===== config.mk =====
export PLATFORM = sky130hd
export DESIGN_NAME = ptw_walker
export DESIGN_NICKNAME = d
export VERILOG_FILES = /design/src/rtl/ptw_pkg.sv /design/src/rtl/ptw_entry_addr.sv /design/src/rtl/ptw_entry_decode.sv /design/src/rtl/ptw_walker.sv
export SDC_FILE = /design/constraint.sdc
export NUM_CORES = 1
export LEC_CHECK = 0
export BUFFER_PORTS_ARGS = -buffer_cell sky130_fd_sc_hd__buf_2
export CAP_MARGIN = 10
export CORE_MARGIN = 4
export CORE_UTILIZATION = 48
export DETAILED_ROUTE_END_ITERATION = 12
export PLACE_DENSITY = 0.88
export SLEW_MARGIN = 10
export SYNTH_ARGS = -nofsm -noshare
export SYNTH_HDL_FRONTEND = slang
export SYNTH_HIERARCHICAL = 1
export SYNTH_SLANG_ARGS = --single-unit

===== constraint.sdc =====
create_clock -name clk -period 2.7 [get_ports clk]
set_input_delay 0.54 -clock clk [delete_from_list [all_inputs] [get_ports clk]]
set_output_delay 0.54 -clock clk [all_outputs]
set_load 0.02 [all_outputs]

===== src/rtl/ptw_pkg.sv =====
package ptw_pkg;
  // Flag positions inside a table entry
  localparam int ENTRY_PRESENT  = 0;
  localparam int ENTRY_MODIFIED = 1;

  typedef enum logic [1:0] {
    S_IDLE = 2'd0,
    S_ROOT = 2'd1,
    S_LEAF = 2'd2,
    S_MARK = 2'd3
  } walk_state_e;
endpackage


===== src/rtl/ptw_entry_addr.sv =====
module ptw_entry_addr #(
  parameter int AW      = 32,
  parameter int IW      = 10,
  parameter int EB_LOG2 = 2
) (
  input  logic [AW-1:0] base,
  input  logic [IW-1:0] idx,
  output logic [AW-1:0] addr
);
  localparam int PAD = AW - IW - EB_LOG2;

  // Entry address = table base + entry size * index
  always_comb addr = base + {{PAD{1'b0}}, idx, {EB_LOG2{1'b0}}};
endmodule


===== src/rtl/ptw_entry_decode.sv =====
module ptw_entry_decode #(
  parameter int EW    = 32,
  parameter int OFF_W = 12
) (
  input  logic [EW-1:0]       entry,
  output logic [EW-OFF_W-1:0] frame,
  output logic                present,
  output logic                modified,
  output logic [EW-1:0]       marked
);
  import ptw_pkg::*;

  always_comb begin
    frame    = entry[EW-1:OFF_W];
    present  = entry[ENTRY_PRESENT];
    modified = entry[ENTRY_MODIFIED];
    marked   = entry;
    marked[ENTRY_MODIFIED] = 1'b1;
  end
endmodule


===== src/rtl/ptw_walker.sv =====
module ptw_walker #(
  parameter int VA_W  = 32,
  parameter int PA_W  = 32,
  parameter int OFF_W = 12,
  parameter int IDX_W = 10
) (
  input  logic            clk,
  input  logic            rst,
  input  logic            req_valid,
  input  logic [VA_W-1:0] req_vaddr,
  input  logic            req_write,
  input  logic [PA_W-1:0] root_base,
  output logic            busy,
  output logic            done,
  output logic            fault,
  output logic            fault_level,
  output logic [PA_W-1:0] paddr,
  output logic            mem_rd_req,
  output logic [PA_W-1:0] mem_rd_addr,
  input  logic            mem_rd_valid,
  input  logic [PA_W-1:0] mem_rd_data,
  output logic            mem_wr_req,
  output logic [PA_W-1:0] mem_wr_addr,
  output logic [PA_W-1:0] mem_wr_data
);
  import ptw_pkg::*;

  localparam int FRAME_W = PA_W - OFF_W;
  localparam int EB_LOG2 = $clog2(PA_W / 8);
  localparam int ROOT_LO = OFF_W + IDX_W;

  walk_state_e         state;
  logic [VA_W-1:0]     va_q;
  logic                wr_q;

  logic [PA_W-1:0]     root_addr_c;
  logic [PA_W-1:0]     leaf_addr_c;
  logic [FRAME_W-1:0]  rd_frame;
  logic                rd_present;
  logic                rd_modified;
  logic [PA_W-1:0]     rd_marked;

  ptw_entry_decode #(.EW(PA_W), .OFF_W(OFF_W)) u_decode (
    .entry    (mem_rd_data),
    .frame    (rd_frame),
    .present  (rd_present),
    .modified (rd_modified),
    .marked   (rd_marked)
  );

  ptw_entry_addr #(.AW(PA_W), .IW(IDX_W), .EB_LOG2(EB_LOG2)) u_root_addr (
    .base (root_base),
    .idx  (req_vaddr[VA_W-1:ROOT_LO]),
    .addr (root_addr_c)
  );

  ptw_entry_addr #(.AW(PA_W), .IW(IDX_W), .EB_LOG2(EB_LOG2)) u_leaf_addr (
    .base ({rd_frame, {OFF_W{1'b0}}}),
    .idx  (va_q[ROOT_LO-1:OFF_W]),
    .addr (leaf_addr_c)
  );

  always_ff @(posedge clk) begin
    if (rst) begin
      state       <= S_IDLE;
      va_q        <= '0;
      wr_q        <= 1'b0;
      busy        <= 1'b0;
      done        <= 1'b0;
      fault       <= 1'b0;
      fault_level <= 1'b0;
      paddr       <= '0;
      mem_rd_req  <= 1'b0;
      mem_rd_addr <= '0;
      mem_wr_req  <= 1'b0;
      mem_wr_addr <= '0;
      mem_wr_data <= '0;
    end else begin
      done       <= 1'b0;
      mem_rd_req <= 1'b0;
      mem_wr_req <= 1'b0;
      case (state)
        S_IDLE: if (req_valid) begin
          va_q        <= req_vaddr;
          wr_q        <= req_write;
          busy        <= 1'b1;
          mem_rd_req  <= 1'b1;
          mem_rd_addr <= root_addr_c;
          state       <= S_ROOT;
        end
        S_ROOT: if (mem_rd_valid) begin
          if (!rd_present) begin
            fault       <= 1'b1;
            fault_level <= 1'b0;
            paddr       <= '0;
            done        <= 1'b1;
            busy        <= 1'b0;
            state       <= S_IDLE;
          end else begin
            mem_rd_req  <= 1'b1;
            mem_rd_addr <= leaf_addr_c;
            state       <= S_LEAF;
          end
        end
        S_LEAF: if (mem_rd_valid) begin
          if (!rd_present) begin
            fault       <= 1'b1;
            fault_level <= 1'b1;
            paddr       <= '0;
            done        <= 1'b1;
            busy        <= 1'b0;
            state       <= S_IDLE;
          end else begin
            fault       <= 1'b0;
            fault_level <= 1'b0;
            paddr       <= {rd_frame, va_q[OFF_W-1:0]};
            if (wr_q && !rd_modified) begin
              mem_wr_req  <= 1'b1;
              mem_wr_addr <= mem_rd_addr;
              mem_wr_data <= rd_marked;
              state       <= S_MARK;
            end else begin
              done  <= 1'b1;
              busy  <= 1'b0;
              state <= S_IDLE;
            end
          end
        end
        S_MARK: begin
          done  <= 1'b1;
          busy  <= 1'b0;
          state <= S_IDLE;
        end
        default: state <= S_IDLE;
      endcase
    end
  end

  // Acceptance starts a walk with a root read
  p_accept_r2: assert property (@(posedge clk) disable iff (rst)
    (!busy && req_valid) |=> (busy && mem_rd_req));

  // Reads are single-cycle pulses
  p_rd_pulse_r11: assert property (@(posedge clk) disable iff (rst)
    mem_rd_req |=> !mem_rd_req);

  // No new read may start while one is pending
  p_rd_single_r11: assert property (@(posedge clk) disable iff (rst)
    (mem_rd_req && busy) |=> !(mem_rd_req && !$past(mem_rd_valid)));

  // Faulting results carry a zero address
  p_fault_zero_r4: assert property (@(posedge clk) disable iff (rst)
    (done && fault) |-> (paddr == '0));

  // Offset passes through on a good translation
  p_offset_r7: assert property (@(posedge clk) disable iff (rst)
    (done && !fault) |-> (paddr[OFF_W-1:0] == va_q[OFF_W-1:0]));

  // Write-back carries the modified flag and is followed by a clean done
  p_mark_data_r8: assert property (@(posedge clk) disable iff (rst)
    mem_wr_req |-> mem_wr_data[ENTRY_MODIFIED]);
  p_mark_done_r8: assert property (@(posedge clk) disable iff (rst)
    mem_wr_req |=> (done && !fault && !mem_wr_req));

  // done is a pulse with busy already released
  p_done_pulse_r10: assert property (@(posedge clk) disable iff (rst)
    done |-> !busy);
  p_done_once_r10: assert property (@(posedge clk) disable iff (rst)
    done |=> !done);
endmodule


==> metrics.txt <==
CTS clk-pin slew, worst paths approximately 0.06 ns; number of synthesized flops with an enable pin 0; RSZ-0062 raised after global routing false; I/O pin count roughly 240; crit start category input port; Layout Nets 1248; Cell Area, Synth 8640 um^2; share of layout cells above drive strength 1 30.8%; Sum Neg Setup Slack 0 ns; CTS Buffer Depth 2; DIE AREA 20200 um^2; via count 7389; fin. max-slew vios 0; DRT antenna net count 0; Reg2Reg Depth 5; most frequent cells in the layout 234 x buf_2, 226 x nand2_1, 159 x dfxtp_1; CTS buffer count 17; Mapped Cells 945; area of the multi-input gates roughly 4600 um^2; sequential-to-total area share from yosys stat between 30% and 40%; data required time of the critical path 2.99 ns; Worst Hold Class in2reg; hold-critical path depth 3; Min Clock Period, post-route 2.55 ns; #FFs+latches synth between 150 and 200; I/O Buffers about 230; Final Setup Violations 0; Clock Sinks ~160; starting density of the core 49.4%; dpl hpwl 17.2 mm; Ant. Diodes 0; largest net degree at the start of global routing 67; max frequency ~0.39 GHz; CTS H-tree depth 4; chip width 142 um; cell accounting for the most synthesized area dfxtp_1; Placement Setup Slack -0.270 ns; total global routing overflow 0; outcome finished, final reports clean; site row count 48; max cap viols 0; vias in the first global route 7284; top post-synthesis cells by area dfxtp_1 37%, mux2i_1 11%, nand2_1 9.8%; Leak 0.00464 uW; First-pass DRT Iterations 6; Max-slew headroom 56.5%; crit path max fanout 6; Reg area around 3200 um^2; wire per inst 17.7 um; Max Clock Skew 0.00824 ns; ys async rst share 0%; reg-to-reg slack, setup around 0.60 ns; final hold viol count 0; ys flop type dfxtp_1; Max rail drop VDD around 450 uV; r2r startpoint state[1]$_SDFFE_PP0P_; post-synth cell types 71; first-pass GRT wire length 37.5 mm; initial antenna violation count 0; fillers 1487; Critical R2R Capture mem_rd_addr[5]$_SDFFE_PP0P_; first-iteration detailed-routing DRC count 573; Power Density 626 nW/um^2; gr usage total 23.3%; Final WS setup around 0.15 ns; hold slack final 0.347 ns; Worst Setup SP root_base[2]; Setup crit end kind flip-flop; post-synth top area share 36.8%; commonest non-fill, non-tap cell in the layout buf_2; Yosys warning count 6; crit share post-route 94.5%; Syn Area/Cell about 9.1 um^2; area grow syn2layout 17.5%; Worst EP arrival 2.85 ns; Die Ht 142 um; Setup crit end mem_rd_addr[18]$_SDFFE_PP0P_; total routed wirelength 24.0 mm; Vias/cell 5.44; Placer Congestion between 0.8 and 0.9; Slew @ Worst Pin between 0.6 and 0.7 ns; hold_buf cts 0; CTS root buf clkbuf_16; fin cells 1358; placed instance count ~1300; CP Class in2reg; Clock Latency Late Sink 0.42 ns; core area 17500 um^2; # DRC 0; CTS tree done
==> report_power, final <==
group,total [uW],switching (uW),internal [uW]
Clock,2380,975,1410
Combinational,1410,839,573
Sequential,2550,74.6,2480
Total,6350,1890,4460
==> flip-flops by register name (all words and copies together), names as in the netlist, 2 cells and up <==
signal,count
mem_rd_addr,32
mem_wr_addr,32
mem_wr_data,32
paddr,32
va_q,22
state,2
==> area by class of cell <==
| cell class | instances | area share, % |
|---|---|---|
| multi-input cells | 665 | 45.5 |
| flip-flops and latches | 159 | 31.4 |
| repair buffers | 262 | 14.1 |
| clock buffers | 22 | 4.57 |
| well taps | 225 | 2.77 |
| clock inverters | 9 | 1.09 |
| inverters | 16 | 0.641 |
==> cell usage after synthesis, drive strengths merged (3+ instances only) <==
| master | count |
|---|---|
| nand2 | 227 |
| dfxtp | 159 |
| buf | 101 |
| mux2i | 96 |
| a21oi | 43 |
| a32o | 33 |
| mux2 | 32 |
| xnor2 | 31 |
| ha | 24 |
| xor2 | 24 |
| nand3 | 17 |
| nor2 | 17 |
| clkbuf | 16 |
| inv | 16 |
| nand4 | 15 |
| o21ai | 14 |
| nor3 | 10 |
| a21o | 7 |
| nand2b | 6 |
| a31oi | 5 |
| and4 | 5 |
| a211oi | 4 |
| and3 | 4 |
| or2 | 4 |
| and2b | 3 |
| nor3b | 3 |
| o21bai | 3 |
==> cell families (layout without fill, tap and decap cells) <==
group,Yosys count,in the layout,share of synthesized area (%)
xor+xnor,55,55,5.66
mux,128,128,15.3
fa+ha+maj,26,26,3.94
buf+inv,133,309,10.6
compound gates,122,122,10.5
simple gates,320,320,17.1
flops,159,159,36.8
other cells,2,14,0.0869
==> metrics by stage <==
step	instance area, um^2	power (uW)	util, %
floorplan	8680	3620	-
global route	10100	6600	58.1
CTS	10100	6370	58.0
detailed placement	9570	3980	54.7
global placement	9570	3940	54.7
finish	10100	6350	58.1
==> metal layers <==
metal  GRT usage [%]  part of all wire, %  wire (um)
met4            7.63                  2.0        490
met5               0                    0          0
met2            40.6                   49      11800
met1            28.4                   41       9900
met3            5.61                  7.5       1790
==> worst max-delay path, stage by stage <==
cell      delay, ns
buf_2          0.08
ha_1           0.18
fa_1           0.24
a21oi_2        0.08
o21ai_0        0.33
a21oi_2        0.12
o21bai_2       0.32
buf_4          0.24
nand3_1        0.12
xnor2_1        0.18
mux2_2         0.27
nand2_1        0.06
mux2i_1        0.06
==> worst min-delay path by stage <==
stage	start	to	slack (ns)
after floorplan	wr_q$_SDFFE_PP0P_	wr_q$_SDFFE_PP0P_	0.43
after global placement	wr_q$_SDFFE_PP0P_	wr_q$_SDFFE_PP0P_	0.44
after detailed placement	mem_wr_data[12]$_SDFFE_PP0P_	mem_wr_data[12]$_SDFFE_PP0P_	0.44
after CTS	req_write	wr_q$_SDFFE_PP0P_	0.33
after global routing	req_vaddr[4]	va_q[4]$_SDFFE_PP0P_	0.34
final	req_vaddr[17]	va_q[17]$_SDFFE_PP0P_	0.35
==> what timing repair did <==
| item | 4_1_cts | 5_1_grt |
|---|---|---|
| setup buffers | 0 | 0 |
| gates resized for setup | 0 | 2 |
| endpoints found under the setup margin | 0 | 5 |
Note: power is estimated with default switching activity, not from simulation.
